**src/rtl/jseq_pkg.sv**
```systemverilog
package jseq_pkg;
    localparam int BYTE_W   = 8;
    localparam int LEN_W    = 6;
    localparam int BITS_W   = LEN_W + 1;
    localparam int BIDX_W   = $clog2(BYTE_W);
    localparam int TMS_POS  = 6;
    localparam int CAP_POS  = 7;

    typedef enum logic [2:0] {
        S_COUNT,
        S_DESC,
        S_LOAD,
        S_SHIFT,
        S_EMIT
    } seq_state_t;
endpackage

```
**src/rtl/jseq_tck_gen.sv**
```systemverilog
module jseq_tck_gen #(
    parameter int DIV_W = 8
) (
    input  logic             clk,
    input  logic             rst_n,
    input  logic             run,
    input  logic [DIV_W-1:0] half_m1,
    output logic             tck,
    output logic             rise,
    output logic             fall
);
    logic [DIV_W-1:0] cnt;
    logic             wrap;

    assign wrap = run && (cnt >= half_m1);
    assign rise = wrap && !tck;
    assign fall = wrap && tck;

    always_ff @(posedge clk or negedge rst_n) begin
        if (!rst_n) begin
            cnt <= '0;
            tck <= 1'b0;
        end else if (!run) begin
            cnt <= '0;
        end else if (wrap) begin
            cnt <= '0;
            tck <= ~tck;
        end else begin
            cnt <= cnt + 1'b1;
        end
    end

    // a running divider toggles only after the counter reaches the limit
    a_r6_toggle_at_limit: assert property (@(posedge clk) disable iff (!rst_n)
        (run && $past(run) && !$stable(tck)) |-> $past(cnt >= half_m1));
endmodule

```
**src/rtl/jseq_cap_pack.sv**
```systemverilog
module jseq_cap_pack #(
    parameter int W = 8
) (
    input  logic         clk,
    input  logic         rst_n,
    input  logic         clr,
    input  logic         shift,
    input  logic         bit_in,
    output logic [W-1:0] data_o
);
    localparam int CW = $clog2(W + 1);

    logic [W-1:0]  sr;
    logic [CW-1:0] cnt;

    always_ff @(posedge clk or negedge rst_n) begin
        if (!rst_n) begin
            sr  <= '0;
            cnt <= '0;
        end else if (clr) begin
            sr  <= '0;
            cnt <= '0;
        end else if (shift) begin
            sr  <= {bit_in, sr[W-1:1]};
            cnt <= cnt + 1'b1;
        end
    end

    assign data_o = sr >> (CW'(W) - cnt);

    // never more bits than one byte between clears
    a_r4_no_overfill: assert property (@(posedge clk) disable iff (!rst_n)
        (shift && !clr) |-> (cnt < CW'(W)));
endmodule

```
**src/rtl/jseq_shifter.sv**
```systemverilog
module jseq_shifter
    import jseq_pkg::*;
#(
    parameter int DIV_W = 8
) (
    input  logic             clk,
    input  logic             rst_n,
    input  logic [DIV_W-1:0] clk_div,
    input  logic [7:0]       in_data,
    input  logic             in_valid,
    output logic             in_ready,
    output logic [7:0]       out_data,
    output logic             out_valid,
    input  logic             out_ready,
    output logic             tck,
    output logic             tms,
    output logic             tdi,
    input  logic             tdo
);
    seq_state_t        state, state_nx;
    logic [BYTE_W-1:0] seq_left;
    logic [BITS_W-1:0] bits_left;
    logic [BIDX_W-1:0] byte_bits;
    logic [BYTE_W-1:0] tdi_sr;
    logic              tms_r, cap_r, tdi_r;
    logic              acc, rise, fall, last_bit, seg_end;
    logic [BITS_W-1:0] desc_bits;

    assign in_ready  = (state == S_COUNT) || (state == S_DESC) || (state == S_LOAD);
    assign acc       = in_valid && in_ready;
    assign last_bit  = (bits_left == BITS_W'(1));
    assign seg_end   = last_bit || (byte_bits == BIDX_W'(BYTE_W - 1));
    assign desc_bits = (in_data[LEN_W-1:0] == '0) ? BITS_W'(64)
                                                  : {1'b0, in_data[LEN_W-1:0]};

    jseq_tck_gen #(.DIV_W(DIV_W)) u_tck (
        .clk(clk), .rst_n(rst_n), .run(state == S_SHIFT), .half_m1(clk_div),
        .tck(tck), .rise(rise), .fall(fall)
    );

    jseq_cap_pack #(.W(BYTE_W)) u_pack (
        .clk(clk), .rst_n(rst_n), .clr(acc && state == S_LOAD),
        .shift(rise), .bit_in(tdo), .data_o(out_data)
    );

    always_comb begin
        state_nx = state;
        unique case (state)
            S_COUNT: if (acc && in_data != '0) state_nx = S_DESC;
            S_DESC:  if (acc) state_nx = S_LOAD;
            S_LOAD:  if (acc) state_nx = S_SHIFT;
            S_SHIFT: if (fall && seg_end) begin
                if (cap_r)         state_nx = S_EMIT;
                else if (!last_bit) state_nx = S_LOAD;
                else               state_nx = (seq_left == '0) ? S_COUNT : S_DESC;
            end
            S_EMIT:  if (out_ready) begin
                if (bits_left != '0) state_nx = S_LOAD;
                else                 state_nx = (seq_left == '0) ? S_COUNT : S_DESC;
            end
            default: state_nx = S_COUNT;
        endcase
    end

    always_ff @(posedge clk or negedge rst_n) begin
        if (!rst_n) state <= S_COUNT;
        else        state <= state_nx;
    end

    always_ff @(posedge clk or negedge rst_n) begin
        if (!rst_n) begin
            seq_left  <= '0;
            bits_left <= '0;
            byte_bits <= '0;
            tdi_sr    <= '0;
            tms_r     <= 1'b0;
            cap_r     <= 1'b0;
            tdi_r     <= 1'b0;
        end else begin
            unique case (state)
                S_COUNT: if (acc) seq_left <= in_data;
                S_DESC: if (acc) begin
                    seq_left  <= seq_left - 1'b1;
                    bits_left <= desc_bits;
                    tms_r     <= in_data[TMS_POS];
                    cap_r     <= in_data[CAP_POS];
                end
                S_LOAD: if (acc) begin
                    tdi_r     <= in_data[0];
                    tdi_sr    <= in_data >> 1;
                    byte_bits <= '0;
                end
                S_SHIFT: if (fall) begin
                    bits_left <= bits_left - 1'b1;
                    byte_bits <= byte_bits + 1'b1;
                    if (!seg_end) begin
                        tdi_r  <= tdi_sr[0];
                        tdi_sr <= tdi_sr >> 1;
                    end
                end
                default: ;
            endcase
        end
    end

    assign tms       = tms_r;
    assign tdi       = tdi_r;
    assign out_valid = (state == S_EMIT);

    // a shifting sequence always has clocks left to give
    a_r1_bits_nonzero: assert property (@(posedge clk) disable iff (!rst_n)
        (state == S_SHIFT) |-> (bits_left != '0));
    // mode select does not move inside a shifting run
    a_r2_tms_held: assert property (@(posedge clk) disable iff (!rst_n)
        (state == S_SHIFT && $past(state) == S_SHIFT) |-> $stable(tms));
    // data pin moves only with the test clock low
    a_r3_tdi_when_low: assert property (@(posedge clk) disable iff (!rst_n)
        !$stable(tdi) |-> !tck);
    // test clock parked low outside shifting
    a_r6_idle_low: assert property (@(posedge clk) disable iff (!rst_n)
        (state != S_SHIFT) |-> !tck);
    // no input while a captured byte waits, and the byte holds
    a_r7_no_input_on_emit: assert property (@(posedge clk) disable iff (!rst_n)
        out_valid |-> !in_ready);
    a_r7_hold_byte: assert property (@(posedge clk) disable iff (!rst_n)
        (out_valid && !out_ready) |=> (out_valid && $stable(out_data)));
endmodule

```
**config.mk**
```make
export PLATFORM = sky130hd
export DESIGN_NAME = jseq_shifter
export DESIGN_NICKNAME = d
export VERILOG_FILES = /design/src/rtl/jseq_pkg.sv /design/src/rtl/jseq_tck_gen.sv /design/src/rtl/jseq_cap_pack.sv /design/src/rtl/jseq_shifter.sv
export SDC_FILE = /design/constraint.sdc
export NUM_CORES = 1
export LEC_CHECK = 0
export BUFFER_PORTS_ARGS = -buffer_cell sky130_fd_sc_hd__buf_2
export CAP_MARGIN = 20
export CORE_MARGIN = 2
export CORE_UTILIZATION = 35
export CTS_CLUSTER_SIZE = 12
export DETAILED_ROUTE_END_ITERATION = 16
export PLACE_DENSITY = 0.57
export SETUP_SLACK_MARGIN = 0.3
export SLEW_MARGIN = 20
export SYNTH_ARGS = -nofsm -noshare
export SYNTH_HDL_FRONTEND = slang
export SYNTH_SLANG_ARGS = --single-unit
```
**constraint.sdc**
```tcl
create_clock -name clk -period 3.4 [get_ports clk]
set_clock_uncertainty 0.2 [all_clocks]
set_input_delay 0 -clock clk [delete_from_list [all_inputs] [get_ports clk]]
set_output_delay 0 -clock clk [all_outputs]
set_load 0.05 [all_outputs]
```
# After elaboration in Yosys (flattened, before gate mapping)
# Index checks and enable logic that the tools add are counted.
[op_classes]
add_sub_neg = 6
order_cmp = 1
eq_ne = 14
n_shift = 1
n_mux = 34
bitwise = 1
n_reduce_logical = 27
[ops]
columns = ["operator", "n"]
rows = [
  ["8-bit 2-to-1 mux", 9],
  ["8-bit case mux with 2 select lines", 2],
  ["3-bit 2-to-1 mux", 8],
  ["7-bit 2-to-1 mux", 3],
  ["3-bit case mux with 5 select lines", 1],
  ["7-bit case mux with 2 select lines", 1],
  ["2-bit != test, second input constant", 6],
  ["3-bit AND reduction", 3],
  ["8-bit by 1-bit adder with 8-bit output, second input constant", 1],
  ["8-bit greater-or-equal comparator", 1],
  ["8-bit zero test", 1],
  ["4-bit 2-to-1 mux", 2],
  ["2-bit nonzero test", 4],
  ["8-bit nonzero test", 1],
  ["8-bit by 4-bit >> shifter with 8-bit output", 1],
  ["8-bit by 1-bit subtractor with 8-bit output, second input constant", 1],
  ["7-bit by 1-bit == test with 1-bit output, second input constant", 1],
  ["1-bit logical AND", 7],
  ["7-bit nonzero test", 1],
  ["7-bit by 1-bit subtractor with 7-bit output, second input constant", 1],
  ["3-bit by 2-bit == test with 1-bit output, second input constant", 2],
  ["3-bit == test, second input constant", 2],
  ["6-bit zero test", 1],
  ["3-bit case mux with 2 select lines", 1],
  ["15 further kinds", 23],
]
[totals]
ff_bits = 53
wordCells = 96

# Longest topological paths before layout
[logic_depth]
word_depth = 7
mapped_depth = 9
ltp_nobuf = 8

# Modules after synthesis
# Synthesis repeated with hierarchy kept, for this count alone.
[hier_totals]
cells_unflattened = 367
area_unflattened_um2 = 3422.0
[by_module_without_submodules]
columns = ["module", "n_inst", "cells_each", "area_per_inst_um2", "seq_area_each_um2"]
rows = [
  ["jseq_shifter", 1, 213, 1936.9, 775.7],
  ["jseq_cap_pack", 1, 85, 819.5, 300.3],
  ["jseq_tck_gen", 1, 69, 665.6, 225.2],
]

# Worst setup path before layout
# OpenSTA, ideal clock, no wires.
[synth_path]
kind = "reg-to-output"
start = "register u_pack.cnt[0]"
end = "output port out_data[5]"
arrival_ps = 2361
slack_ps = 839
path_stages_with_launch = 6
path_cell_list = "dfrtp_1 inv_1 ha_1 xor2_1 nand2b_1 nor3_1"
[synth_between]
elab_chain_cells = 2
[synth_rtl]
columns = ["item", "line_no", "rtl"]
rows = [
  ["start, declared", "jseq_cap_pack.sv:14", "logic [CW-1:0] cnt;"],
  ["start signal, assigned", "jseq_cap_pack.sv:25", "cnt <= cnt + 1'b1;"],
  ["4-bit subtractor", "jseq_cap_pack.sv:29", "assign data_o = sr >> (CW'(W) - cnt);"],
  ["8-bit by 4-bit >> shifter with 8-bit output", "jseq_cap_pack.sv:29", ""],
  ["end, declared", "jseq_shifter.sv:12", "output logic [7:0] out_data,"],
]
# No other way between the ends.

# Worst setup path in the final report
[layout_path]
start = "register u_pack.cnt[0]"
end = "output port out_data[1]"
# The elaborated chain is that of the path after synthesis.

==> results.ini <==
[run_status]
status = complete, no violations

[sta]
rsz0062_at_grt = false
slew_viol_final = 0
relSlewSlack = 0.361
finalCritPeriodShare = 0.797
setup_tns_ns = 0
hold_viol_final = 0
worst_pin_slew_ns = 0.953
worst_slack_ns = 0.692
finalSetupViolCount = 0
fmax_mhz = 369
fin_crit_ns = 2.71

[power_and_ir_drop]
power_leakage_nw = 1.74
power.internal_mw = 1.56
combPwrFrac = 0.480
p_sw_mw = 1.26
switching_share = 0.447
p_clk_frac = 0.157
powerDensity_nw_per_um2 = 744
seqPwrFrac = 0.363
p_total_mw = 2.81
irDropWorstVdd_mv = 0.429

[synth]
synth.mux.area_fraction = 0.0846
synth-seq-cells = 52
synth-seq-area-share = 0.398
synth-simple-area-share = 0.223
yosys.area_share.adder = 0.0689
synthCells = 376
synth_common_cells = nand2_1 (61), dfrtp_1 (52), nor2_1 (39), o21ai_0 (31), a21oi_1 (27)
yosysMostFrequentCell = nand2_1
async_flop_share = 1.00
synth_edf_count = 0
synth_area_um2 = 3270
synth_top_area_cell = dfrtp_1
ys_warn_count = 0
syn_avg_cell_area_um2 = 8.69
synthTopCellsByArea = dfrtp_1 (40%), nand2_1 (7.0%), ha_1 (6.9%)
ys_types = 50
synth_top_family_by_area = simple AND/OR/NAND/NOR gates
synthXorXnorAreaFrac = 0.0295
yosys.area.top_type_share = 0.398
syn_nets = 415
synth_compound_area_frac = 0.157
synth-main-ff-cell = dfrtp_1

[floorplanning]
die_w_um = 101
io_pins = 34
rows = 35
die-height_um = 101
initial_core_util = 0.357
die_area_um2 = 10100
core_area_um2 = 9150

[finish]
diodes = 0
final_area_um2 = 3780
fin_util = 0.413
areaGrowthSynthToFinish_pct = 15.7
fillCellCount = 931
final_layout_size_suffix_gt1_frac = 0.156
final_nets = 456

[setup_path]
cpLargestDelayFamily = flip-flops
cpPeakStageDelay_ns = 0.67
crit_buf_inv = 2
critPathLaunchType = register
cp.arrival_ns = 2.51
endpoint_kind = primary output
crit_type = register to primary output
r2r_slack_ns = 0.77
cp_max_fo = 14
path_cells = inv_1 > ha_1 > mux4_2 > a21oi_1 > nor2_1 > buf_2
cp_data_required_time_ns = 3.20
crit_slowest_cell = dfrtp_1
r2r-end = u_pack.sr[4]
reg2reg_depth = 6
rr_startpoint = u_tck.cnt[5]

[global_routing]
grt_pass1_wl_mm = 12.9
antenna_found_initial = 0
grt_pass1_vias = 2662
grt_util_all_layers = 0.158
grt_max_degree = 34
overflow = 0

[flow_run]
max_cap_violations = 0

[drt]
drt_pass1_iterations = 4
routed_wl_mm = 7.42
via_per_inst = 5.15
avgRoutedWirePerCell_um = 14.0
drt_iter0_markers = 173
vias = 2724
drc = 0
final_antenna_net_count = 0

[cts]
clk_pin_slew_worst_paths_ns = 0.10
cts_tree = built
post-cts-setup-buffers = 0
cts_sinks = 52
h-tree-depth = 2
clkLatencyLatePin_ns = 0.30
clk_path_buf_depth = 2
ctsRootBufferMaster = clkbuf_8
cts_buffers = 5

[min_path]
min_path_type = primary input to async pin

[place]
place_area_um2 = 3540
dp_hpwl_mm = 5.50
io_buffers = 33
finalWeightedCongestion = 0.814
pre_cts_ws_ns = 0.751

worst reg2reg max path: cells and delay by family (launching register included):
family          cells  cell delay (ns)
compound gates      4             0.78
fa+ha+maj           1             0.31
flops               1             0.43
simple gates        1             0.75
power by group through the flow:
stage          registers, mW  clock network (mW)  logic, mW
3_3_place_gp            1.03                   0       1.33
5_1_grt                 1.06               0.489       1.52
2_1_floorplan          0.988                   0       1.07
4_1_cts                 1.02               0.456       1.36
6_report                1.02               0.442       1.35
3_5_place_dp            1.03                   0       1.35
registers in the layout, indices dropped and copies added (netlist names):
signal / count
u_pack.cnt: 4
tdi: 1
state: 3
u_tck.cnt: 8
seq_left: 8
cap_r: 1
tdi_sr: 7
bits_left: 7
byte_bits: 3
tms: 1
u_tck.tck: 1
u_pack.sr: 8
how the worst max path moves through the flow:
stage / end / cells past startpoint / slack, ns / start
finish: out_data[1] / 6 / 0.69 / u_pack.cnt[0]
global route: out_data[1] / 6 / 0.42 / u_pack.cnt[0]
CTS: out_data[2] / 7 / 0.48 / u_pack.cnt[0]
detailed placement: u_pack.sr[4] / 6 / 0.75 / u_tck.cnt[5]
global placement: tdi_sr[3] / 8 / 0.81 / u_tck.cnt[0]
floorplan: out_data[5] / 5 / 0.84 / u_pack.cnt[0]
what timing repair did:
action / in CTS / in global routing
hold endpoints to repair: 60 / 0
hold buffers: 12 / 0
endpoints found under the setup margin: 0 / 2
resized for setup: 0 / 1
per-stage QoR:
step	hold WS (ns)	cells
after floorplan	-0.496	376
after global placement	-0.0769	509
after detailed placement	-0.0704	509
after CTS	0.134	529
after global routing	0.162	529
final	0.104	529
per-layer routing:
metal | vias up | global-route usage | part of all wire
met3 | 2 | 0.0180 | 0.026
met5 | - | 0 | 0
li1 | 1389 | - | -
met4 | 0 | 0.0263 | 0.0034
met1 | 1279 | 0.227 | 0.51
met2 | 54 | 0.260 | 0.46
cells in the final DEF (no fill, tap or decap), types with 2 or more instances in the layout:
cell            n
dlygate4sd3_1  12
xnor2_1         3
xor2_1          7
mux2_4          7
clkbuf_8        5
and3_1          4
o22ai_1         5
dfrtp_1        52
nor3_1         14
mux4_2          3
and2_1          3
nand3_1        12
a21boi_0        3
a21oi_1        27
inv_1          19
buf_4           3
a211oi_1        2
o31ai_1         3
nor4_1          3
ha_1           18
buf_2          33
nor2_1         39
mux2_2          3
o21ai_0        31
nand3b_1        2
nand2b_1        6
nor2b_1         5
mux2i_1         7
nand2_1        61
layout make-up:
type	count	area [um^2]	share of cell area
clock buffers	5	68.8	0.0182
flip-flops and latches	52	1300	0.344
well taps	111	139	0.0367
clock inverters	3	46.3	0.0122
repair buffers	48	308	0.0814
inverters	19	71.3	0.0189
multi-input cells	291	1850	0.488
kinds of logic after synthesis:
logic type | count (synthesis)
DFF | 52
adders and majority gates | 18
AOI/OAI and AO/OA | 84
xor gates and xnor gates | 11
buffers and inverters | 33
muxes | 20
and+or+nand+nor | 158
Power figures use the tool's default switching activity.
